==> config.mk <==
export PLATFORM = sky130hd
export DESIGN_NAME = trace_pattern_gen
export DESIGN_NICKNAME = d
export VERILOG_FILES = /design/src/rtl/tpg_pkg.sv /design/src/rtl/tpg_ctrl.sv /design/src/rtl/tpg_seq.sv /design/src/rtl/tpg_word.sv /design/src/rtl/trace_pattern_gen.sv
export SDC_FILE = /design/constraint.sdc
export NUM_CORES = 1
export LEC_CHECK = 0
export BUFFER_PORTS_ARGS = -buffer_cell sky130_fd_sc_hd__buf_2
export CELL_PAD_IN_SITES_DETAIL_PLACEMENT = 2
export CELL_PAD_IN_SITES_GLOBAL_PLACEMENT = 2
export CORE_MARGIN = 5
export CORE_UTILIZATION = 26
export CTS_BUF_LIST = sky130_fd_sc_hd__clkbuf_4 sky130_fd_sc_hd__clkbuf_8
export DETAILED_ROUTE_END_ITERATION = 8
export PLACE_DENSITY_LB_ADDON = 0.25
export SYNTH_ARGS = -nofsm -noshare
export SYNTH_HDL_FRONTEND = slang
export SYNTH_HIERARCHICAL = 1
export SYNTH_SLANG_ARGS = --single-unit
==> constraint.sdc <==
create_clock -name clk -period 3.8 [get_ports clk]
set_input_delay 0.57 -clock clk [delete_from_list [all_inputs] [get_ports clk]]
set_output_delay 0.57 -clock clk [all_outputs]
set_load 0.02 [all_outputs]
==> src/rtl/tpg_pkg.sv <==
`timescale 1ns/1ps
// Package: shared mode encoding and field positions for the trace pattern generator.
// Assumes: control word layout with mode at [17:16] and pattern enables at [3:0].
package tpg_pkg;
    typedef enum logic [1:0] {
        MODE_OFF   = 2'b00,
        MODE_TIMED = 2'b01,
        MODE_CONT  = 2'b10
    } run_mode_t;

    localparam int MODE_LSB = 16;
    localparam int NUM_PAT  = 4;

    // Pattern indices, one per enable bit.
    localparam logic [1:0] PAT_WALK1 = 2'd0;
    localparam logic [1:0] PAT_WALK0 = 2'd1;
    localparam logic [1:0] PAT_ALT   = 2'd2;
    localparam logic [1:0] PAT_TOGL  = 2'd3;
endpackage

==> src/rtl/tpg_ctrl.sv <==
`timescale 1ns/1ps
// Module: tpg_ctrl
// Holds the run mode, the pattern enables and the programmed repeat value, and runs
// the private timed-mode down-counter that returns the mode to off.
// Assumes: a control write reloads the counter from the repeat value stored before that edge.
module tpg_ctrl
    import tpg_pkg::*;
#(
    parameter int CNT_W = 8
) (
    input  logic             clk,
    input  logic             rst_n,
    input  logic             ctrl_wr,
    input  logic [1:0]       wr_mode,
    input  logic [3:0]       wr_sel,
    input  logic             rpt_wr,
    input  logic [CNT_W-1:0] rpt_wdata,
    output run_mode_t        mode_q,
    output logic [3:0]       sel_q,
    output logic [CNT_W-1:0] rpt_q,
    output logic [CNT_W-1:0] live_q
);
    run_mode_t mode_dec;

    // Map the written mode field to a stored mode; 11 folds into continuous.
    always_comb begin
        case (wr_mode)
            2'b00:   mode_dec = MODE_OFF;
            2'b01:   mode_dec = MODE_TIMED;
            default: mode_dec = MODE_CONT;
        endcase
    end

    // Store the programmed repeat value.
    always_ff @(posedge clk) begin
        if (!rst_n)      rpt_q <= '0;
        else if (rpt_wr) rpt_q <= rpt_wdata;
    end

    // Update the mode and enables, and count timed mode down to its automatic stop.
    always_ff @(posedge clk) begin
        if (!rst_n) begin
            mode_q <= MODE_OFF;
            sel_q  <= '0;
            live_q <= '0;
        end else if (ctrl_wr) begin
            mode_q <= mode_dec;
            sel_q  <= wr_sel;
            live_q <= rpt_q;
        end else if (mode_q == MODE_TIMED) begin
            if (live_q <= CNT_W'(1)) mode_q <= MODE_OFF;
            else                      live_q <= live_q - CNT_W'(1);
        end
    end
endmodule

==> src/rtl/tpg_seq.sv <==
`timescale 1ns/1ps
// Module: tpg_seq
// Tracks which enabled pattern is playing and the step within it. At the end of each
// sequence it moves to the next enabled pattern in ascending order, wrapping round.
// Assumes: width is 1..PORT_W and holds steady while run is high.
module tpg_seq
    import tpg_pkg::*;
#(
    parameter int WID_W = 6
) (
    input  logic             clk,
    input  logic             rst_n,
    input  logic             restart,
    input  logic [3:0]       load_sel,
    input  logic             run,
    input  logic [3:0]       sel,
    input  logic [WID_W-1:0] width,
    output logic [1:0]       pidx,
    output logic [WID_W-1:0] step
);
    // Next enabled pattern after cur, in ascending order with wrap; cur itself comes last.
    function automatic logic [1:0] next_sel(input logic [3:0] s, input logic [1:0] cur);
        logic [1:0] res;
        logic       hit;
        res = cur;
        hit = 1'b0;
        for (int off = 1; off <= NUM_PAT; off++) begin
            logic [1:0] cand;
            cand = cur + 2'(off);
            if (!hit && s[cand]) begin
                res = cand;
                hit = 1'b1;
            end
        end
        return res;
    endfunction

    logic             walking;
    logic [WID_W-1:0] last_step;
    logic             at_last;

    // Work out where the current pattern's sequence ends.
    always_comb begin
        walking   = (pidx == PAT_WALK1) || (pidx == PAT_WALK0);
        last_step = walking ? (width - WID_W'(1)) : WID_W'(1);
        at_last   = (step >= last_step);
    end

    // Advance the step and move to the next pattern at the end of a sequence.
    always_ff @(posedge clk) begin
        if (!rst_n) begin
            pidx <= '0;
            step <= '0;
        end else if (restart) begin
            pidx <= next_sel(load_sel, 2'd3);
            step <= '0;
        end else if (run) begin
            if (at_last) begin
                step <= '0;
                pidx <= next_sel(sel, pidx);
            end else begin
                step <= step + WID_W'(1);
            end
        end
    end
endmodule

==> src/rtl/tpg_word.sv <==
`timescale 1ns/1ps
// Module: tpg_word
// Builds the pattern word for a pattern index and step, masks it to the port width,
// and chooses between the pattern word, zeros and the trace word.
// Assumes: step < width whenever a walking pattern is active.
module tpg_word
    import tpg_pkg::*;
#(
    parameter int PORT_W = 32,
    parameter int WID_W  = 6
) (
    input  logic [1:0]        pidx,
    input  logic [WID_W-1:0]  step,
    input  logic [WID_W-1:0]  width,
    input  logic              mode_on,
    input  logic              active,
    input  logic [PORT_W-1:0] trace_data,
    output logic [PORT_W-1:0] port_data
);
    logic [PORT_W-1:0] mask;
    logic [PORT_W-1:0] alt_hi;
    logic [PORT_W-1:0] one_hot;
    logic [PORT_W-1:0] raw;

    // Per-lane masks: the enabled lanes and the odd-lane alternating word.
    always_comb begin
        for (int i = 0; i < PORT_W; i++) begin
            mask[i]   = (i < int'(width));
            alt_hi[i] = (i % 2 == 1);
        end
        one_hot = {{(PORT_W-1){1'b0}}, 1'b1} << step;
    end

    // Form the unmasked word for the current pattern and step.
    always_comb begin
        case (pidx)
            PAT_WALK1: raw = one_hot;
            PAT_WALK0: raw = ~one_hot;
            PAT_ALT:   raw = (step == '0) ? alt_hi : ~alt_hi;
            default:   raw = (step == '0) ? '1 : '0;
        endcase
    end

    // Drive the port: pattern word, zeros for an empty selection, or trace data.
    always_comb begin
        if (active)       port_data = raw & mask;
        else if (mode_on) port_data = '0;
        else              port_data = trace_data & mask;
    end
endmodule

==> src/rtl/trace_pattern_gen.sv <==
`timescale 1ns/1ps
// Module: trace_pattern_gen (top)
// Test pattern source for a parallel trace port. It has off, timed and continuous
// modes, cycles through four pattern types, and masks every word to the lane count.
// Assumes: lane_count is 1..PORT_W and holds steady while a pattern runs.
module trace_pattern_gen
    import tpg_pkg::*;
#(
    parameter int PORT_W = 32,
    parameter int CNT_W  = 8
) (
    input  logic                          clk,
    input  logic                          rst_n,
    input  logic [$clog2(PORT_W+1)-1:0]   lane_count,
    input  logic [PORT_W-1:0]             trace_data,
    input  logic                          ctrl_wr,
    input  logic [31:0]                   ctrl_wdata,
    output logic [31:0]                   ctrl_rdata,
    input  logic                          rpt_wr,
    input  logic [CNT_W-1:0]              rpt_wdata,
    output logic [CNT_W-1:0]              rpt_rdata,
    output logic [PORT_W-1:0]             port_data,
    output logic                          pat_active
);
    localparam int WID_W = $clog2(PORT_W + 1);

    run_mode_t        mode_q;
    logic [3:0]       sel_q;
    logic [CNT_W-1:0] rpt_q;
    logic [CNT_W-1:0] live_q;
    logic [1:0]       pidx;
    logic [WID_W-1:0] step;
    logic             mode_on;
    logic             unused_wbits;

    assign unused_wbits = ^{ctrl_wdata[31:MODE_LSB+2], ctrl_wdata[MODE_LSB-1:4]};

    tpg_ctrl #(.CNT_W(CNT_W)) u_ctrl (
        .clk       (clk),
        .rst_n     (rst_n),
        .ctrl_wr   (ctrl_wr),
        .wr_mode   (ctrl_wdata[MODE_LSB+1:MODE_LSB]),
        .wr_sel    (ctrl_wdata[3:0]),
        .rpt_wr    (rpt_wr),
        .rpt_wdata (rpt_wdata),
        .mode_q    (mode_q),
        .sel_q     (sel_q),
        .rpt_q     (rpt_q),
        .live_q    (live_q)
    );

    // Flag whether a mode is running and whether a pattern is actually being driven.
    always_comb begin
        mode_on    = (mode_q != MODE_OFF);
        pat_active = mode_on && (sel_q != 4'b0000);
    end

    tpg_seq #(.WID_W(WID_W)) u_seq (
        .clk      (clk),
        .rst_n    (rst_n),
        .restart  (ctrl_wr),
        .load_sel (ctrl_wdata[3:0]),
        .run      (pat_active),
        .sel      (sel_q),
        .width    (lane_count),
        .pidx     (pidx),
        .step     (step)
    );

    tpg_word #(.PORT_W(PORT_W), .WID_W(WID_W)) u_word (
        .pidx       (pidx),
        .step       (step),
        .width      (lane_count),
        .mode_on    (mode_on),
        .active     (pat_active),
        .trace_data (trace_data),
        .port_data  (port_data)
    );

    // Assemble the readback words from the live state.
    always_comb begin
        ctrl_rdata                          = '0;
        ctrl_rdata[MODE_LSB+1:MODE_LSB]     = mode_q;
        ctrl_rdata[3:0]                     = sel_q;
        rpt_rdata                           = rpt_q;
    end
endmodule

; ---- Word-level counts from Yosys, hierarchy flattened
; Index checks and enable logic that the tools add are counted.
[word_totals]
wordCells = 146
out_inout_bits = 73
regBits = 30
[op_classes]
shift = 1
n_bitwise = 4
n_eq_ne = 6
add_sub_neg = 6
reduce_logical = 28
muxes = 57
order_cmp = 38
[op_table]
columns = op, count
row1 = 2-to-1 mux 32 bit, 4
row2 = less-than comparator 5 x 6 -> 1 bit (first input constant), 16
row3 = one-hot mux 32 bit (3 select lines), 1
row4 = AND 32 bit, 2
row5 = less-than comparator 4 x 6 -> 1 bit (first input constant), 8
row6 = NOT 32 bit, 1
row7 = << shifter 1 x 6 -> 32 bit (first input constant), 1
row8 = 2-to-1 mux 1 bit, 28
row9 = 2-to-1 mux 2 bit, 14
row10 = less-than comparator 3 x 6 -> 1 bit (first input constant), 4
row11 = 2-to-1 mux 8 bit, 3
row12 = less-than comparator 1 x 6 -> 1 bit (first input constant), 2
row13 = less-than comparator 2 x 3 -> 1 bit (second input constant), 4
row14 = less-than comparator 2 x 6 -> 1 bit (first input constant), 2
row15 = 2-to-1 mux 6 bit, 2
row16 = nonzero test 2 bit, 5
row17 = binary-select mux 1 bit (select 2 bit), 4
row18 = <= comparator 8 x 1 -> 1 bit (second input constant), 1
row19 = nonzero test 4 bit, 2
row20 = subtractor 8 x 1 -> 8 bit (second input constant), 1
row21 = logical AND 1 bit, 7
row22 = adder 6 x 1 -> 6 bit (second input constant), 1
row23 = == test 2 x 1 -> 1 bit (second input constant), 3
row24 = greater-or-equal comparator 6 bit, 1
row25 = other kinds (14), 23

; ---- Logic depth before layout (Yosys ltp)
; Gate-level depths: netlist (run 1).
[depth]
depth_word = 28
ltp_mapped = 11

; ---- By module
; The synthesis (run 1) kept the hierarchy.
[by_module_without_submodules]
columns = mod, n_inst, cells_each, area_each_um2
row1 = tpg_word, 1, 285, 1627.8
row2 = tpg_ctrl, 1, 108, 1021.0
row3 = tpg_seq, 1, 107, 817.0
row4 = trace_pattern_gen, 1, 29, 216.5

; ---- Worst setup path after synthesis (run 1)
; No wires, ideal clock.
[synth_timing]
path_kind = register to output
start = register u_ctrl.sel_q[3]
end = output port_data[13]
t_arrival_ns = 2.463
stages_incl_launch_ff = 8
required_time_ns = 3.230
setup_slack_ns = 0.767
n_path_buf = 3
cell_sequence = dfxtp_1 -> o41a_1 -> clkbuf_1 -> nor2_1 -> clkbuf_1 -> clkbuf_1 -> nand2_1 -> a21oi_1
[synth_via]
elab_chain_cells = 3
[synth_rtl]
columns = element, line_no
row1 = from (decl), tpg_ctrl.sv:19  ; output logic [3:0] sel_q,
row2 = from (signal assigned), tpg_ctrl.sv:48  ; sel_q <= wr_sel;
row3 = nonzero test 4 bit, trace_pattern_gen.sv:55  ; pat_active = mode_on && (sel_q != 4'b0000);
row4 = logical AND 1 bit, trace_pattern_gen.sv:55
row5 = named net pat_active, trace_pattern_gen.sv:23  ; output logic pat_active
row6 = 2-to-1 mux 32 bit, tpg_word.sv:46  ; if (active) port_data = raw & mask;
row7 = to (decl), trace_pattern_gen.sv:22  ; output logic [PORT_W-1:0] port_data,
; The timed path passes the listed nets, and every way through them passes these cells.

; ---- Worst setup path in the final report (run 1)
[layout_timing]
start = register u_seq.step[4]
end = output port_data[26]
[layout_via]
elab_chain_cells = 5
elab_cells_between_ends = 8
cone_classes = 1 x shift / 4 x mux / 2 x bitwise / 1 x reduce/logical
[layout_rtl]
columns = element, line_no
row1 = from (decl), tpg_seq.sv:19  ; output logic [WID_W-1:0] step
row2 = from (signal assigned), tpg_seq.sv:62  ; step <= step + WID_W'(1);
row3 = logical NOT 6 bit or << shifter 1 x 6 -> 32 bit (tied branches), "tpg_word.sv:39, tpg_word.sv:40, tpg_word.sv:31"
row4 = "2-to-1 mux 32 bit, or another cell as far along", tpg_word.sv:40  ; default: raw = (step == '0) ? '1 : '0;
row5 = one-hot mux 32 bit (3 select lines) (*), tpg_word.sv:36  ; case (pidx)
row6 = AND 32 bit (*), tpg_word.sv:46
row7 = 2-to-1 mux 32 bit (*), tpg_word.sv:46
; Mark *: on every way between the ends. The rest lies on a longest branch, timed or not.

==> results of run 1 <==
-- cell families (layout without fill, tap and decap cells) --
| kind of cell | after synthesis | count (layout) | synth area share |
|---|---|---|---|
| adder cells (fa/ha/maj) | 12 | 12 | 0.0408 |
| buffers and inverters | 85 | 139 | 0.123 |
| multiplexers | 18 | 18 | 0.0533 |
| other | 1 | 26 | 0.00102 |
| AND/OR/NAND/NOR | 186 | 186 | 0.273 |
| XOR/XNOR | 27 | 27 | 0.0642 |
| flip-flops | 30 | 30 | 0.163 |
| AO/OA/AOI/OAI | 170 | 170 | 0.282 |
-- placed cells by master (no fill, tap or decap), drive strengths merged, types with 11 or more instances in the layout --
cell type  instances
a21oi             63
a31oi             14
buf              115
conb              26
dfxtp             30
ha                12
inv               16
mux2i             14
nand2             50
nand3             11
nor2              27
nor2b             22
nor3              18
o21ai             44
xnor2             19
-- report_power, final --
part	switching (mW)	internal [mW]	leakage, nW	total (mW)
combinational	0.291	0.157	1.51	0.448
clock	0.131	0.280	0.0714	0.411
sequential	0.0231	0.330	0.246	0.353
-- per-stage QoR --
stage / worst slack [ns] / util
5_1_grt: 0.168 / 0.315
2_1_floorplan: 0.767 / -
3_3_place_gp: 0.640 / 0.305
6_report: 0.415 / 0.315
4_1_cts: 0.386 / 0.315
3_5_place_dp: 0.534 / 0.305
-- registers in the layout (all words and copies together) (netlist names) --
signal and cells:
u_ctrl/sel_q 4, u_ctrl/rpt_q 8, u_ctrl/live_q 8, u_seq/pidx 2, u_ctrl/mode_q 2, u_seq/step 6
-- worst max path at each step --
stage                                             from                    endpoint  slack [ns]  depth (start not counted)
final                       u_seq/step[4]$_SDFFE_PP0P_               port_data[26]        0.42                          6
after detailed placement                 lane_count[2]  u_seq/pidx[0]$_SDFFE_PN0P_        0.53                         11
after CTS                   u_seq/step[5]$_SDFFE_PP0P_               port_data[26]        0.39                          6
after global routing        u_seq/step[5]$_SDFFE_PP0P_               port_data[26]        0.17                          6
after global placement                   lane_count[2]  u_seq/pidx[0]$_SDFFE_PN0P_        0.64                         11
after floorplan           u_ctrl/sel_q[3]$_SDFFE_PN0P_               port_data[13]        0.77                          7
-- area by class of cell --
cell class | count | area, um^2 | share of cell area
clock buffer | 6 | 82.6 | 0.0189
tap | 180 | 225 | 0.0515
inverter | 16 | 60.1 | 0.0137
sequential | 30 | 601 | 0.137
timing repair buffer | 115 | 621 | 0.142
multi-input combinational | 439 | 2730 | 0.623
clock inverter | 2 | 60.1 | 0.0137
-- routing by layer --
metal	vias to the layer above	track usage	routed length, um
li1	2012	-	-
met1	2055	0.241	6850
met2	107	0.323	7830
met3	16	0.0361	867
met4	8	0.0408	141
met5	-	0	57
-- critical path, delay by kind of cell, from the launching register on --
kind / cells / cell delay, ns
and+or+nand+nor: 2 / 1.01
AOI/OAI and AO/OA: 3 / 0.77
DFF: 1 / 0.54
buffers and inverters: 1 / 0.20
==> metrics.md, run 1 <==
| Metric | Value |
|---|---|
| Fmax | 295 MHz |
| Number of storage elements in the synthesis netlist | 30 |
| Finished Layout Cells | 788 |
| Number of nets in the layout | 701 |
| Power density over the cells | 277 nW/um^2 |
| Summed instance area of the synthesized netlist | 3680 um^2 |
| Worst-margin pin slew | 0.719 ns |
| Number of setup violations in the final report | 0 |
| Die outline area | 16600 um^2 |
| Main synth FF type | sky130_fd_sc_hd__dfxtp_1 |
| Main area contributors after synthesis | sky130_fd_sc_hd__dfxtp_1 16%, sky130_fd_sc_hd__a21oi_1 8.6%, sky130_fd_sc_hd__o21ai_0 5.7% |
| Final routed wirelength across all metal layers | 15.7 mm |
| Worst Setup Path Type | flop to output pin |
| Post-CTS setup-driven buffer insertion count | 0 |
| Routed len/inst | 20.0 um |
| Width of the die | 129 um |
| Level count of the clock H-tree | 2 |
| Pins Over Slew Limit | 0 |
| CP Data Arrival Time | 2.81 ns |
| Hold buffer count at cts | 0 |
| DRC marker count from the first detailed-route iteration | 281 |
| Global routing usage summed across all routing layers | 0.187 |
| Number of library cell types mapped by synthesis | 70 |
| Mean Syn Cell Area | 6.96 um^2 |
| Hold crit path type | flop to flop |
| Ys Warns | 6 |
| Initial Utilization | 0.265 |
| Worst setup skew after layout | 0.00543 ns |
| Setup TNS Final | 0 ns |
| Crit path largest cell delay | 0.61 ns |
| First-pass GRT wire length | 24.9 mm |
| Final period utilization | 0.891 |
| DIE HEIGHT | 129 um |
| Layout overhead on the synthesized area | 18.8% |
| Number of hold violations in the final report | 0 |
| Minimum clock period after layout | 3.38 ns |
| # port buffers | 102 |
| Number of antenna diodes | 0 |
| Global placement routability congestion | 0.832 |
| Leading area contributor after synthesis | sky130_fd_sc_hd__dfxtp_1 |
| Count of flip-flops with a built-in enable after synthesis | 0 |
| Capture instance of the worst register-to-register path | u_seq/pidx[0]$_SDFFE_PN0P_ |
| Post-synthesis sequential area ratio | 0.163 |
| Grt total ovfl | 0 |
| Antenna violations before repair | 4 |
| Worst-path maximum fanout | 17 |
| Maximum clock insertion buffer count | 2 |
| Hold Startpoint | u_ctrl/mode_q[0]$_SDFFE_PN0P_ |
| Placed wire-length estimate after detailed placement | 11.8 mm |
| Leading cell type by number of instances after synthesis | sky130_fd_sc_hd__a21oi_1 |
| Setup crit end kind | output pin |
| Post-route total power | 1.21 mW |
| Top post-synthesis cells by count | 63 x sky130_fd_sc_hd__a21oi_1, 50 x sky130_fd_sc_hd__nand2_1, 42 x sky130_fd_sc_hd__o21ai_0 |
| Series of cell instances along the critical path | or4_4, o21ai_2, and2_2, o311ai_0, a31oi_1, buf_2 |
| Hold-critical path endpoint | u_ctrl/mode_q[0]$_SDFFE_PN0P_ |
| Root buf cell | sky130_fd_sc_hd__clkbuf_8 |
| Startpoint kind of the worst setup timing path | flop |
| Reg-to-Reg Start | u_seq/pidx[0]$_SDFFE_PN0P_ |
| CP Data Required Time | 3.23 ns |
| TritonCTS clock tree | yes |
| Count of cells along the worst register-to-register path | 9 |
| IO Count | 155 |
| Top cell type's share of synthesized area | 0.163 |
| Maximum VDD drop | 0.176 mV |
| Cell area after placement | 4230 um^2 |
| Placed instance count | 780 |
| Count of clock tree sinks | 30 |
| RSZ-0062 raised after global routing | no |
| Number of filler cells placed in the layout | 1673 |
| Outcome | completed |
| Number of cells produced by synthesis | 529 |
| Number of cells on the worst hold path | 2 |
| Resized cells post-CTS | 0 |
| Maximum number of pins on one net before global-route repair | 40 |
| Row count | 43 |
| Reported max-cap violation count | 0 |
| Via density per instance | 5.33 |
| Floorplan Core Area | 13900 um^2 |
| Slew headroom | 0.514 |
| Via count of the first global-routing pass | 4540 |
| Clk slew on worst S/H paths | 0.07 ns |
| Total clock buffers created by CTS | 5 |
| Total leakage power | 1.83 nW |
| Total number of vias | 4198 |
| TritonRoute pass-1 iters | 4 |
| DRC errors left | 0 |
| Fraction of final layout cells sized beyond drive strength 1 | 0.235 |
| Final Hold Slack | 0.521 ns |
| Clock insertion delay at the later pin of the skew report | 0.29 ns |
| Antenna violation net count after detailed routing | 0 |
| Async set or reset register ratio after synthesis | 0 |
| FF-to-FF setup slack | 0.94 ns |
| Area of all placed cells without fillers | 4370 um^2 |
| Slowest cell on the critical path | sky130_fd_sc_hd__or4_4 |
No activity file was read; power rests on OpenSTA's default activity.
==> run 2: changes to the inputs <==
--- a/config.mk
+++ b/config.mk
@@ -5,11 +5,12 @@
 export SDC_FILE = /design/constraint.sdc
 export NUM_CORES = 1
 export LEC_CHECK = 0
+export ABC_AREA = 1
 export BUFFER_PORTS_ARGS = -buffer_cell sky130_fd_sc_hd__buf_2
 export CELL_PAD_IN_SITES_DETAIL_PLACEMENT = 2
 export CELL_PAD_IN_SITES_GLOBAL_PLACEMENT = 2
 export CORE_MARGIN = 5
-export CORE_UTILIZATION = 26
+export CORE_UTILIZATION = 24
 export CTS_BUF_LIST = sky130_fd_sc_hd__clkbuf_4 sky130_fd_sc_hd__clkbuf_8
 export DETAILED_ROUTE_END_ITERATION = 8
 export PLACE_DENSITY_LB_ADDON = 0.25
==> run 2 against run 1 <==
Worst setup slack improved by 0.10 ns. Wire length is 11% higher. Sequential power rose by 3%. Clock-buffer cell count is the same. Flip-flop and latch count stayed put. Combinational power up 47%. Largest power group unchanged. Area after synthesis is 7.3% higher. Global-route usage shrank 1.0 points. Via count is 15% higher. Power rose by 7.2%.
==> metrics.md, run 2 <==
| Metric | Value |
|---|---|
| Number of filler cells placed in the layout | 2161 (+29%) |
| DIE HEIGHT | 138 um (+7.2%) |
| Layout overhead on the synthesized area | 15.7% |
| TritonCTS clock tree | yes |
| Clk slew on worst S/H paths | 0.07 ns (about the same) |
| Mean Syn Cell Area | 5.65 um^2 (-19%) |
| Hold crit path type | input pin to flop |
| Routed len/inst | 17.4 um (-13%) |
| Main synth FF type | sky130_fd_sc_hd__dfxtp_1 |
| Via count of the first global-routing pass | 5319 (+17%) |
| Post-CTS setup-driven buffer insertion count | 0 (unchanged) |
| Switching power as a share of total power | 0.476 (+0.109) |
| Async set or reset register ratio after synthesis | 0 (unchanged) |
| Post-synthesis sequential area ratio | 0.152 (-0.0111) |
| Total number of vias | 4833 (+15%) |
| Grt total ovfl | 0 (unchanged) |
| # port buffers | 102 (unchanged) |
| Reported net switching power | 619 uW (+39%) |
| Number of library cell types mapped by synthesis | 39 (-44%) |
| Number of hold violations in the final report | 0 (unchanged) |
| Hold buffer count at cts | 0 (unchanged) |
| Die outline area | 19100 um^2 (+15%) |
| Via density per instance | 4.83 (-9.4%) |
| Pins Over Slew Limit | 0 (unchanged) |
| Final routed wirelength across all metal layers | 17.4 mm (+11%) |
| Final period utilization | 0.864 (-0.0269) |
| Fmax | 305 MHz (+3.1%) |
| Setup crit end kind | output pin |
| Most common cell after layout, fill and taps aside | sky130_fd_sc_hd__nand2_1 |
| Worst setup skew after layout | 0.0108 ns (+0.00539 ns) |
| Number of storage elements in the synthesis netlist | 30 (unchanged) |
| Power density over the cells | 284 nW/um^2 (+2.6%) |
| Top Family by Delay on Critical Path | compound AO/OA/AOI/OAI gates |
| Worst-margin pin slew | 0.948 ns (+0.229 ns) |
| Worst Setup Path Type | flop to output pin |
| Antenna violations before repair | 1 (-3) |
| Design internal power | 681 uW (-11%) |
| Worst-path maximum fanout | 20 (+3) |
| Initial Utilization | 0.242 (-0.0237) |
| Slowest cell on the critical path | sky130_fd_sc_hd__a21oi_2 |
| Number of antenna diodes | 0 (unchanged) |
| Critical path depth | 7 (+1) |
| Global placement routability congestion | 0.894 (+7.5%) |
| Total leakage power | 2.25 nW (+23%) |
| Count of clock tree sinks | 30 (unchanged) |
| Reg power frac | 0.279 (-0.012) |
| Level count of the clock H-tree | 2 (unchanged) |
| Final core occ | 0.280 (-0.0355) |
| RSZ-0062 raised after global routing | no |
| Crit path largest cell delay | 0.54 ns (-0.07 ns) |
| Resized cells post-CTS | 0 (unchanged) |
| Global routing usage summed across all routing layers | 0.176 (-0.0103) |
| Antenna violation net count after detailed routing | 0 (unchanged) |
| Clock insertion delay at the later pin of the skew report | 0.29 ns (about the same) |
| Maximum clock insertion buffer count | 2 (unchanged) |
| Row count | 47 (+9.3%) |
| Startpoint kind of the worst setup timing path | flop |
| Maximum number of pins on one net before global-route repair | 33 (-18%) |
| First-pass GRT wire length | 28.1 mm (+13%) |
| Total clock buffers created by CTS | 5 (unchanged) |
| Outcome | completed |
| Number of setup violations in the final report | 0 (unchanged) |
| DRC errors left | 0 (unchanged) |
| Setup TNS Final | 0 ns (unchanged) |
| IO Count | 155 (unchanged) |
| Leading cell type by number of instances after synthesis | sky130_fd_sc_hd__nand2_1 |
| Reported max-cap violation count | 0 (unchanged) |
| Number of cells on the worst hold path | 3 (+1) |
| Summed instance area of the synthesized netlist | 3950 um^2 (+7.3%) |
| Number of nets in the layout | 874 (+25%) |
| CP Data Arrival Time | 2.71 ns (-0.10 ns) |
| DRC marker count from the first detailed-route iteration | 225 (-20%) |
| Width of the die | 138 um (+7.2%) |
| Count of cells along the worst register-to-register path | 13 (+4) |
| Series of cell instances along the critical path | nor2_1, a21oi_2, nand2_2, inv_2, nand2_1, a21oi_1, buf_2 |
| Crit path buffers/inverters | 2 (+1) |
| Power share of the combinational group | 0.506 (+0.136) |
| TritonRoute pass-1 iters | 4 (unchanged) |
| Main area contributors after synthesis | sky130_fd_sc_hd__nand2_1 17%, sky130_fd_sc_hd__dfxtp_1 15%, sky130_fd_sc_hd__nand3_1 15% |
| Number of cells produced by synthesis | 699 (+32%) |
| Ys Warns | 6 (unchanged) |
| Count of flip-flops with a built-in enable after synthesis | 0 (unchanged) |
| Top post-synthesis cells by count | 178 x sky130_fd_sc_hd__nand2_1, 116 x sky130_fd_sc_hd__nand3_1, 86 x sky130_fd_sc_hd__nor2_1 |
| Leading area contributor after synthesis | sky130_fd_sc_hd__nand2_1 |
| Floorplan Core Area | 16300 um^2 (+18%) |
| CP Data Required Time | 3.23 ns (about the same) |
| Slew headroom | 0.368 (-0.146) |
| Regs by FF count | u_ctrl/live_q x8, u_ctrl/rpt_q x8, u_seq/step x6 |
| Fraction of final layout cells sized beyond drive strength 1 | 0.207 (-0.0278) |
| Placed wire-length estimate after detailed placement | 14.2 mm (+20%) |
| Minimum clock period after layout | 3.28 ns (-0.102 ns) |
| Top cell type's share of synthesized area | 0.169 (+0.00605) |
| Commonest cells after routing, fill and taps aside | 178 x sky130_fd_sc_hd__nand2_1, 116 x sky130_fd_sc_hd__nand3_1, 102 x sky130_fd_sc_hd__buf_2 |
| Power share of the clock group | 0.215 (-0.124) |
| Maximum VDD drop | 0.221 mV (+25%) |
| Root buf cell | sky130_fd_sc_hd__clkbuf_8 |
==> run 2: logic make-up (layout without fill, tap and decap cells) <==
logic type / count (synthesis) / count (layout) / share of synthesized area
simple gates: 445 / 445 / 0.517
buf+inv: 123 / 180 / 0.164
compound gates: 84 / 84 / 0.118
flops: 30 / 30 / 0.152
fa+ha+maj: 12 / 12 / 0.0380
xor+xnor: 3 / 3 / 0.00665
other cells: 1 / 26 / 0.000949
mux: 1 / 1 / 0.00253
==> run 2: path summary, 6_finish.rpt <==
path                                                      end  slack, ns                     startpoint
worst max-delay path                             port_data[5]       0.52   u_ctrl/sel_q[2]$_SDFFE_PN0P_
worst min-delay path             u_ctrl/sel_q[3]$_SDFFE_PN0P_       0.50                  ctrl_wdata[3]
worst max register to register     u_seq/step[3]$_SDFFE_PP0P_       0.92     u_seq/pidx[1]$_SDFFE_PN0P_
worst min register to register  u_ctrl/live_q[4]$_SDFFE_PN0P_       0.51  u_ctrl/live_q[4]$_SDFFE_PN0P_
==> run 2: area by class of cell <==
cell class	count	area (um^2)	share of cell area
Sequential cell	30	601	0.131
Clock buffer	6	82.6	0.0181
Multi-Input combinational cell	571	2800	0.612
Clock inverter	2	12.5	0.00274
Inverter	64	248	0.0542
Timing Repair Buffer	108	556	0.122
Tap cell	220	275	0.0602
==> run 2: through the flow <==
step	hold WS [ns]	cell area, um^2	total power, mW	setup slack (ns)	instances
2_1_floorplan	0.478	4040	0.837	1.39	724
3_3_place_gp	0.495	4480	1.01	0.947	993
3_5_place_dp	0.510	4480	1.04	0.864	993
4_1_cts	0.489	4570	1.33	0.512	1001
5_1_grt	0.498	4570	1.40	0.389	1001
6_report	0.501	4570	1.30	0.517	1001
==> run 2: worst reg2reg max path: stages (launching register included) <==
cell and delay [ns]:
sky130_fd_sc_hd__dfxtp_1 0.61, sky130_fd_sc_hd__inv_1 0.21, sky130_fd_sc_hd__ha_1 0.23, sky130_fd_sc_hd__or2_2 0.36, sky130_fd_sc_hd__a21boi_0 0.14, sky130_fd_sc_hd__o21ai_0 0.09
sky130_fd_sc_hd__ha_1 0.27, sky130_fd_sc_hd__nand2_1 0.10, sky130_fd_sc_hd__a21oi_1 0.05, sky130_fd_sc_hd__nor2_1 0.12, sky130_fd_sc_hd__nand2_1 0.13, sky130_fd_sc_hd__inv_1 0.13
sky130_fd_sc_hd__o21bai_1 0.14, sky130_fd_sc_hd__nor3b_1 0.22
==> run 2: routing by layer <==
| layer | vias up | GRT usage | wire length [um] | share of wire |
|---|---|---|---|---|
| met2 | 70 | 0.353 | 9580 | 0.55 |
| met4 | 2 | 0.0187 | 77 | 0.0044 |
| li1 | 2386 | - | - | - |
| met3 | 10 | 0.0218 | 503 | 0.029 |
| met5 | - | 0 | 7 | 0.00040 |
| met1 | 2365 | 0.205 | 7250 | 0.42 |
==> run 2: power groups by stage <==
stage / logic, mW / registers [mW] / clock network (mW)
global placement: 0.644 / 0.368 / 0
detailed placement: 0.666 / 0.370 / 0
finish: 0.658 / 0.363 / 0.279
CTS: 0.669 / 0.363 / 0.293
global route: 0.730 / 0.368 / 0.302
floorplan: 0.464 / 0.373 / 0
